===== src/rtl/cp2_pkg.sv =====
package cp2_pkg;

  localparam logic [4:0] OPF_BRANCH = 5'h08;
  localparam logic [4:0] OPF_CRD    = 5'h02;
  localparam logic [4:0] OPF_CWR    = 5'h06;
  localparam logic [4:0] OPF_VRD    = 5'h01;
  localparam logic [4:0] OPF_VWR    = 5'h05;

  typedef enum logic [2:0] {
    CK_UNUSABLE,
    CK_BRANCH,
    CK_CTRL,
    CK_VEC,
    CK_RESERVED
  } cp2_kind_e;

  typedef struct packed {
    cp2_kind_e   kind;
    logic        to_unit;
    logic        likely;
    logic        on_busy;
    logic        lock;
    logic [4:0]  gpr;
    logic [4:0]  idx;
    logic [15:0] offs;
  } cp2_dec_t;

endpackage


===== src/rtl/cp2_field_decode.sv =====
module cp2_field_decode
  import cp2_pkg::*;
(
  input  logic [25:0] insn,
  input  logic        cu_en,
  output cp2_dec_t    dec
);
  logic [4:0] major;
  logic [4:0] sub;
  logic       mid_zero;

  assign major    = insn[25:21];
  assign sub      = insn[20:16];
  assign mid_zero = (insn[10:1] == 10'd0);

  always_comb begin
    dec.gpr     = insn[20:16];
    dec.idx     = insn[15:11];
    dec.offs    = insn[15:0];
    dec.lock    = insn[0];
    dec.likely  = sub[1];
    dec.on_busy = sub[0];
    dec.to_unit = (major == OPF_CWR) || (major == OPF_VWR);
    if (!cu_en)
      dec.kind = CK_UNUSABLE;
    else if (major == OPF_BRANCH && sub[4:2] == 3'd0)
      dec.kind = CK_BRANCH;
    else if ((major == OPF_CRD || major == OPF_CWR) && mid_zero)
      dec.kind = CK_CTRL;
    else if (major == OPF_VRD || major == OPF_VWR)
      dec.kind = CK_VEC;
    else
      dec.kind = CK_RESERVED;
  end
endmodule


===== src/rtl/cp2_branch_eval.sv =====
module cp2_branch_eval
  import cp2_pkg::*;
#(
  parameter int PC_W = 32
) (
  input  cp2_dec_t        dec,
  input  logic [PC_W-1:0] pc,
  input  logic            unit_busy,
  output logic            taken,
  output logic            squash,
  output logic [PC_W-1:0] seq_pc,
  output logic [PC_W-1:0] target
);
  localparam int EXT_W = PC_W - 18;

  logic [PC_W-1:0] disp;

  assign disp   = {{EXT_W{dec.offs[15]}}, dec.offs, 2'b00};
  assign seq_pc = pc + PC_W'(4);
  assign target = seq_pc + disp;
  assign taken  = (dec.kind == CK_BRANCH) && (dec.on_busy == unit_busy);
  assign squash = (dec.kind == CK_BRANCH) && dec.likely && !taken;
endmodule


===== src/rtl/cp2_xfer_engine.sv =====
module cp2_xfer_engine
  import cp2_pkg::*;
#(
  parameter int          AW        = 32,
  parameter int          GW        = 64,
  parameter int          STRIDE_LG = 4,
  parameter logic [31:0] CTRL_BASE = 32'h0000_1000,
  parameter logic [31:0] VEC_BASE  = 32'h0000_1200
) (
  input  logic          clk,
  input  logic          rst,
  input  logic          start,
  input  cp2_dec_t      dec,
  input  logic [31:0]   src_word,
  input  logic          unit_busy,
  input  logic [31:0]   rd_word,
  output logic          pending,
  output logic          req,
  output logic          req_we,
  output logic [AW-1:0] req_addr,
  output logic [31:0]   req_wdata,
  output logic          wb_en,
  output logic [4:0]    wb_idx,
  output logic [GW-1:0] wb_data,
  output logic          fin
);
  typedef enum logic [1:0] {X_IDLE, X_WAIT, X_READ} xstate_e;

  localparam logic [AW-1:0] CB = AW'(CTRL_BASE);
  localparam logic [AW-1:0] VB = AW'(VEC_BASE);

  xstate_e         st;
  logic            hold_lock;
  logic            hold_we;
  logic [AW-1:0]   hold_addr;
  logic [31:0]     hold_data;
  logic [AW-1:0]   base_sel;

  assign base_sel = (dec.kind == CK_CTRL) ? CB : VB;
  assign pending  = (st != X_IDLE);

  always_ff @(posedge clk) begin
    if (rst) begin
      st        <= X_IDLE;
      hold_lock <= 1'b0;
      hold_we   <= 1'b0;
      hold_addr <= '0;
      hold_data <= '0;
      req       <= 1'b0;
      req_we    <= 1'b0;
      req_addr  <= '0;
      req_wdata <= '0;
      wb_en     <= 1'b0;
      wb_idx    <= '0;
      wb_data   <= '0;
      fin       <= 1'b0;
    end else begin
      req   <= 1'b0;
      wb_en <= 1'b0;
      fin   <= 1'b0;
      unique case (st)
        X_IDLE: begin
          if (start) begin
            hold_lock <= dec.lock;
            hold_we   <= dec.to_unit;
            hold_addr <= base_sel + (AW'(dec.idx) << STRIDE_LG);
            hold_data <= src_word;
            wb_idx    <= dec.gpr;
            st        <= X_WAIT;
          end
        end
        X_WAIT: begin
          if (!(hold_lock && unit_busy)) begin
            req       <= 1'b1;
            req_we    <= hold_we;
            req_addr  <= hold_addr;
            req_wdata <= hold_data;
            if (hold_we) begin
              fin <= 1'b1;
              st  <= X_IDLE;
            end else begin
              st <= X_READ;
            end
          end
        end
        X_READ: begin
          wb_en   <= 1'b1;
          wb_data <= {{(GW-32){rd_word[31]}}, rd_word};
          fin     <= 1'b1;
          st      <= X_IDLE;
        end
        default: st <= X_IDLE;
      endcase
    end
  end
endmodule


===== src/rtl/cp2_issue_unit.sv =====
module cp2_issue_unit
  import cp2_pkg::*;
#(
  parameter int          PC_W      = 32,
  parameter int          AW        = 32,
  parameter int          GW        = 64,
  parameter int          STRIDE_LG = 4,
  parameter logic [31:0] CTRL_BASE = 32'h0000_1000,
  parameter logic [31:0] VEC_BASE  = 32'h0000_1200
) (
  input  logic            clk,
  input  logic            rst,
  input  logic            insn_valid,
  input  logic [25:0]     insn,
  input  logic [PC_W-1:0] insn_pc,
  input  logic            cu2_usable,
  input  logic            vu_busy,
  input  logic [31:0]     gpr_rdata,
  input  logic [31:0]     bus_rdata,
  output logic            stall,
  output logic            done,
  output logic [PC_W-1:0] next_pc,
  output logic            br_taken,
  output logic            nullify_next,
  output logic            exc_unusable,
  output logic            exc_reserved,
  output logic            bus_req,
  output logic            bus_we,
  output logic [AW-1:0]   bus_addr,
  output logic [31:0]     bus_wdata,
  output logic            gpr_we,
  output logic [4:0]      gpr_waddr,
  output logic [GW-1:0]   gpr_wdata
);
  cp2_dec_t        dec;
  logic            accept;
  logic            is_move;
  logic            br_take;
  logic            br_squash;
  logic [PC_W-1:0] pc_seq;
  logic [PC_W-1:0] pc_tgt;
  logic            x_fin;
  logic            local_done;

  cp2_field_decode u_dec (
    .insn  (insn),
    .cu_en (cu2_usable),
    .dec   (dec)
  );

  cp2_branch_eval #(.PC_W(PC_W)) u_br (
    .dec       (dec),
    .pc        (insn_pc),
    .unit_busy (vu_busy),
    .taken     (br_take),
    .squash    (br_squash),
    .seq_pc    (pc_seq),
    .target    (pc_tgt)
  );

  assign accept  = insn_valid && !stall;
  assign is_move = (dec.kind == CK_CTRL) || (dec.kind == CK_VEC);

  cp2_xfer_engine #(
    .AW(AW), .GW(GW), .STRIDE_LG(STRIDE_LG),
    .CTRL_BASE(CTRL_BASE), .VEC_BASE(VEC_BASE)
  ) u_xfer (
    .clk       (clk),
    .rst       (rst),
    .start     (accept && is_move),
    .dec       (dec),
    .src_word  (gpr_rdata),
    .unit_busy (vu_busy),
    .rd_word   (bus_rdata),
    .pending   (stall),
    .req       (bus_req),
    .req_we    (bus_we),
    .req_addr  (bus_addr),
    .req_wdata (bus_wdata),
    .wb_en     (gpr_we),
    .wb_idx    (gpr_waddr),
    .wb_data   (gpr_wdata),
    .fin       (x_fin)
  );

  always_ff @(posedge clk) begin
    if (rst) begin
      local_done   <= 1'b0;
      next_pc      <= '0;
      br_taken     <= 1'b0;
      nullify_next <= 1'b0;
      exc_unusable <= 1'b0;
      exc_reserved <= 1'b0;
    end else begin
      local_done   <= 1'b0;
      br_taken     <= 1'b0;
      nullify_next <= 1'b0;
      exc_unusable <= 1'b0;
      exc_reserved <= 1'b0;
      if (accept) begin
        next_pc <= br_take ? pc_tgt : pc_seq;
        if (!is_move) begin
          local_done   <= 1'b1;
          br_taken     <= br_take;
          nullify_next <= br_squash;
          exc_unusable <= (dec.kind == CK_UNUSABLE);
          exc_reserved <= (dec.kind == CK_RESERVED);
        end
      end
    end
  end

  assign done = local_done | x_fin;
endmodule


===== config.mk =====
export PLATFORM = sky130hd
export DESIGN_NAME = cp2_issue_unit
export DESIGN_NICKNAME = d
export VERILOG_FILES = /design/src/rtl/cp2_pkg.sv /design/src/rtl/cp2_field_decode.sv /design/src/rtl/cp2_branch_eval.sv /design/src/rtl/cp2_xfer_engine.sv /design/src/rtl/cp2_issue_unit.sv
export SDC_FILE = /design/constraint.sdc
export NUM_CORES = 1
export LEC_CHECK = 0
export ABC_AREA = 1
export BUFFER_PORTS_ARGS = -buffer_cell sky130_fd_sc_hd__clkbuf_2
export CAP_MARGIN = 40
export CORE_MARGIN = 2
export CORE_UTILIZATION = 52
export DETAILED_ROUTE_END_ITERATION = 16
export PLACE_DENSITY = 0.82
export SETUP_SLACK_MARGIN = 0.3
export SYNTH_ARGS = -nofsm -noshare
export SYNTH_HDL_FRONTEND = slang
export SYNTH_SLANG_ARGS = --single-unit
export TNS_END_PERCENT = 30

===== constraint.sdc =====
create_clock -name clk -period 3.5 [get_ports clk]
set_input_delay 0.7 -clock clk [delete_from_list [all_inputs] [get_ports clk]]
set_output_delay 0.7 -clock clk [all_outputs]
set_load 0.05 [all_outputs]

* Word level (Yosys, flattened, before mapping)
Cells that the tools add are included.
** Operators by class
- $add $sub $neg :: 3
- Multipliers :: 0
- Div/mod/pow operators :: 0
- $lt $le $gt $ge :: 0
- Eq/ne operators :: 14
- Shift operators :: 0
- Mux-type cells :: 16
- Bitwise gates (word level) :: 4
- Reduce and logical (&&, ||, !) cells :: 25
** Operators with widths (count)
- $add A32 B3 Y32 const B :: 1
- $add A32 B32 Y32 :: 1
- $add A32 B9 Y32 :: 1
- $mux W32 :: 1
- $mux W3 :: 4
- $eq A5 B3 Y1 const B :: 2
- $logic_not A10 Y1 :: 1
- $mux W10 :: 1
- $logic_and A1 B1 Y1 :: 8
- $eq A3 B2 Y1 const B :: 2
- $logic_not A3 Y1 :: 2
- $mux W2 :: 3
- $reduce_and A2 Y1 :: 3
- $eq A5 B1 Y1 const B :: 1
- $eq A5 B2 Y1 const B :: 1
- $eq A5 B4 Y1 const B :: 1
- $mux W1 :: 5
- $logic_or A1 B1 Y1 :: 4
- $pmux W2 S2 :: 1
- $reduce_or A2 Y1 :: 2
- $eq A3 B1 Y1 const B :: 1
- $eq A3 B3 Y1 const B :: 1
- $not A1 Y1 :: 3
- $reduce_or A3 Y1 :: 1
- 10 further kinds :: 11
** Word-level totals
- Register bits after elaboration :: 210
- Bits in latches :: 0
- RAM bits :: 0
- Memory bits (read-only) :: 0
- Bits of input ports :: 127
- Output and inout bits :: 174
- Word-level logic and storage cells :: 81
- Memories kept :: 0

* Depth between registers and ports, before layout
- Word-level depth :: 11
- Depth in mapped cells :: 22
- Depth with buffers taken out :: 22

* By module
A second synthesis with hierarchy kept.
** Second synthesis, totals
- Cell total of the unflattened synthesis :: 1552
- Area total of the unflattened synthesis :: 9917.0 sq um
** Modules (own cells, without submodules)
- cp2_xfer_engine :: times used 1, cells each 599, area an instance 4732.0 sq um, sequential area each 2462.4 sq um
- cp2_branch_eval :: times used 1, cells each 532, area an instance 2790.2 sq um, sequential area each 0.0 sq um
- cp2_issue_unit :: times used 1, cells each 361, area an instance 2048.2 sq um, sequential area each 740.7 sq um
- cp2_field_decode :: times used 1, cells each 60, area an instance 346.6 sq um, sequential area each 0.0 sq um

* Least setup slack after synthesis
Ideal clock, no wire load.
- Kind :: input-to-reg
- From :: in insn_pc[2]
- To :: reg next_pc[27]
- Setup time :: 132 ps
- Arrival :: 2723 ps
- Required time :: 3368 ps
- Setup slack :: 645 ps
- Cell stages on the path :: 21
- Path buffers :: 0
- Cell sequence :: ha_1 nand3_1 inv_1 nand2_1 nor2_1 nand3_1 xor2_1 inv_1 ha_1 nand2_1 inv_1 a21oi_1 inv_1 nand2_1 nand3_1 nor2_1 nand2_1 nand2_1 nand3_1 nand2_1 a21oi_1
** Between the ends
- Cells in the longest elaborated chain, start to end :: 3
** RTL lines
- start: declaration :: line cp2_issue_unit.sv:15 : input logic [PC_W-1:0] insn_pc,
- $add A32 B3 Y32 (*) :: line cp2_branch_eval.sv:19 : assign seq_pc = pc + PC_W'(4);
- $add A32 B32 Y32 :: line cp2_branch_eval.sv:20 : assign target = seq_pc + disp;
- $mux W32 (*) :: line cp2_issue_unit.sv:101 : next_pc <= br_take ? pc_tgt : pc_seq;
- end signal: assignment :: line cp2_issue_unit.sv:101
- end: declaration :: line cp2_issue_unit.sv:22 : output logic [PC_W-1:0] next_pc,
Every way passes the cells marked *; elsewhere a longest branch is shown, timed or not.
A chain may end at the register's enable or synchronous reset.

* Final worst setup path
- From :: in insn_pc[3]
- To :: reg next_pc[26]
Same word-level chain as after synthesis.

==> results.md <==
- H-Tree Depth: 4
- Crit end category: register
- HP Class: register to register
- Ports: 301
- Sequential element share of the synthesized area: 35.1%
- Worst path slowest cell: ha_1
- Top FF cell, synth: dfxtp_1
- Clock sink total: 160
- Fraction of layout cells with a size suffix above 1: 23.7%
- Worst path max stage delay: 370 ps
- First-pass GRT wire length: 45.3 mm
- Static leakage: 5.72 nW
- Tcrit/Tclk final: 87.1%
- DR vias: 9780
- Synth Instances: 1362
- Vias/cell: 5.28
- Worst clock skew: 12.3 ps
- Async S/R FF share, synth: 0%
- Hold_buf cts: 0
- Overflow after GRT: 0
- Starting Density: 53.0%
- Critical path class: input pin to register
- Min Hold Slack: 444 ps
- Post-synth EDFFs: 0
- Root Buffer: clkbuf_16
- Final instance area: 0.0113 mm^2
- Fillers: 1567
- ANT nets after route: 0
- CP most frequent cell: nand2_1
- Clock Latency Late Sink: 430 ps
- Startpoint Class: input pin
- Unrepaired setup endpoints after global routing: true
- Post-route setup TNS: 0 ps
- Core area: 0.0172 mm^2
- Rel. slew slack: 48.5%
- Nets: 1783
- Detailed Route Iter0 Violations: 728
- Die Ht: 137 um
- Post-synthesis area per instance: 6.71 um^2
- Worst-path cell chain: clkbuf_2, ha_1, nand3_1, inv_1, nand2_1, nor2_2, nand3_1, xor2_2, inv_1, ha_1, nand2_1, nor2_1, nand2_1, nor2_1, nand2_1, nand4_1, nand3_1, nand2_1, a21oi_1
- Max-Cap Viols: 0
- Total GRT Usage: 31.3%
- Average wire per standard cell: 16.4 um
- Die area: 0.0186 mm^2
- Setup-failing EPs final: 0
- Peak Freq: 328 MHz
- First-pass DRT Iterations: 5
- CTS tree: built
- Yosys warning total: 0
- Status: completed
- Least-Margin Pin Slew: 772 ps
- DRC viols: 0
- Synth unique cells: 39
- Reg clk slew, reported paths: 70 ps
- Final HPWL DP: 23.3 mm
- Clk buf depth: 2
- Num rows: 48
- Num CTS Buffers: 17
- Post-DP Area: 0.0106 mm^2
- IO Port Bufs: 275
- Synth-to-Final Area Change: 23.6%
- Seq cells post-synth: 160
- Req. time, crit path: 3800 ps
- Largest net degree at the start of global routing: 66
- Vias in the first global route: 8680
- Final core occ: 65.5%
- Critical Path AT: 3350 ps
- Fin. Hold Viols: 0
- Power Dens Cells: 415 mW/mm^2
- Post-Syn Area: 0.00914 mm^2
- Minimum clock period: 3050 ps
- Crit path max fanout: 5
- Chip Width: 137 um
- Gpl congestion: 1.02
- Total Wirelength: 30.4 mm
- Antenna violations before repair: 1
- Final Max Slew Viols: 0
- Peak VDD IR: 0.466 mV
[state kept, by name, indices dropped and copies added (netlist names)]
register          count
br_taken              1
exc_reserved          1
exc_unusable          1
local_done            1
next_pc              32
nullify_next          1
u_xfer.fin            1
u_xfer.hold_addr      7
u_xfer.hold_data     32
u_xfer.hold_lock      1
u_xfer.hold_we        1
u_xfer.req            1
u_xfer.req_addr       7
u_xfer.req_wdata     32
u_xfer.req_we         1
u_xfer.st             2
u_xfer.wb_data       32
u_xfer.wb_en          1
u_xfer.wb_idx         5
[where the power goes]
group	leakage (nW)	switching (W)	total, W	internal, W
combinational	4.12	0.000633	0.000908	0.000275
sequential	1.30	0.0000222	0.00188	0.00186
clock	0.296	0.000927	0.00190	0.000973
total	5.72	0.00158	0.00469	0.00311
[synth_stat cells, types with 3 or more instances]
library cell  number  area [um^2]
buf_2              7         35.0
dfxtp_1          160         3200
o21ai_0          140          701
o21ai_1            4         20.0
inv_1            150          563
nor3_1             7         35.0
nor2_1           174          653
a31oi_1            3         18.8
nand3_1           54          270
clkbuf_1          41          154
nor4_1             4         25.0
nand2_1          288         1080
nand3b_1           4         30.0
ha_1              40          500
xnor2_1            9         78.8
xor2_1            18          158
a21oi_1          145          726
o21bai_1           7         52.6
o211ai_2           3         37.5
o211ai_1           5         37.5
buf_4             59          443
nand4_1           13         81.3
a21oi_2            4         35.0
[routing by layer]
metal	vias to the layer above	part of all wire, %	GRT usage, %
met2	435	49	54.1
met4	0	3.8	13.4
li1	4832	-	-
met1	4430	40	37.7
met5	-	0	0
met3	83	7.9	6.48
[stage by stage]
step	total power, W	instances	setup WS [ps]
4_1_cts	0.00468	1852	418
2_1_floorplan	0.00253	1386	645
6_report	0.00469	1854	453
3_5_place_dp	0.00281	1820	-5.33
5_1_grt	0.00486	1854	224
3_3_place_gp	0.00280	1817	2.86
[placed cells by master, fill, tap and decap left out, drive strengths merged, types with 5 or more instances in the layout]
cell,instances
o211ai,8
o21ai,144
buf,45
xnor2,9
nor4,5
xor2,18
a21oi,149
o21bai,7
nor2,176
nand4,13
clkinv,9
ha,40
conb,25
inv,159
nand2,289
nand3,56
nor3,7
clkbuf,292
dfxtp,160
[path summary, 6_finish.rpt]
path                             from  depth (start not counted)                   to  slack [ps]
hold reg to reg   u_xfer.hold_data[1]                          2  u_xfer.req_wdata[1]         440
hold / removal    u_xfer.hold_data[1]                          2  u_xfer.req_wdata[1]         440
setup reg to reg         u_xfer.st[0]                          8  u_xfer.hold_data[8]        1230
setup / recovery           insn_pc[3]                         19          next_pc[26]         450
[kinds of logic (layout without fill, tap and decap cells)]
family / after synthesis / in the layout / share of synthesized area, %
compound gates: 314 / 314 / 18.1
buf+inv: 263 / 505 / 13.5
xor+xnor: 27 / 27 / 2.59
simple gates: 556 / 556 / 25.1
flops: 160 / 160 / 35.1
other cells: 1 / 26 / 0.0411
fa+ha+maj: 41 / 41 / 5.70
[worst max-delay path: cells and delay by family]
| family | cells | cell delay [ps] |
|---|---|---|
| AO/OA/AOI/OAI | 1 | 60 |
| XOR/XNOR | 1 | 190 |
| adder cells (fa/ha/maj) | 2 | 550 |
| buffers and inverters | 3 | 250 |
| AND/OR/NAND/NOR | 12 | 1590 |
[what timing repair did]
action                                 4_1_cts  5_1_grt
setup endpoints to repair                    0       11
endpoints found under the hold margin        0        0
gates resized for setup                      0       20
setup buffers                                0        1
[cell type report]
type	count	area (um^2)	share of cell area (%)
antenna	1	2.50	0.0222
clock buffer	17	425	3.77
clock inverter	15	181	1.61
inverter	153	574	5.09
multi-input combinational	963	4860	43.0
sequential	160	3200	28.4
tap	225	282	2.49
timing repair buffer	320	1760	15.6
No activity file was read; power rests on OpenSTA's default activity.
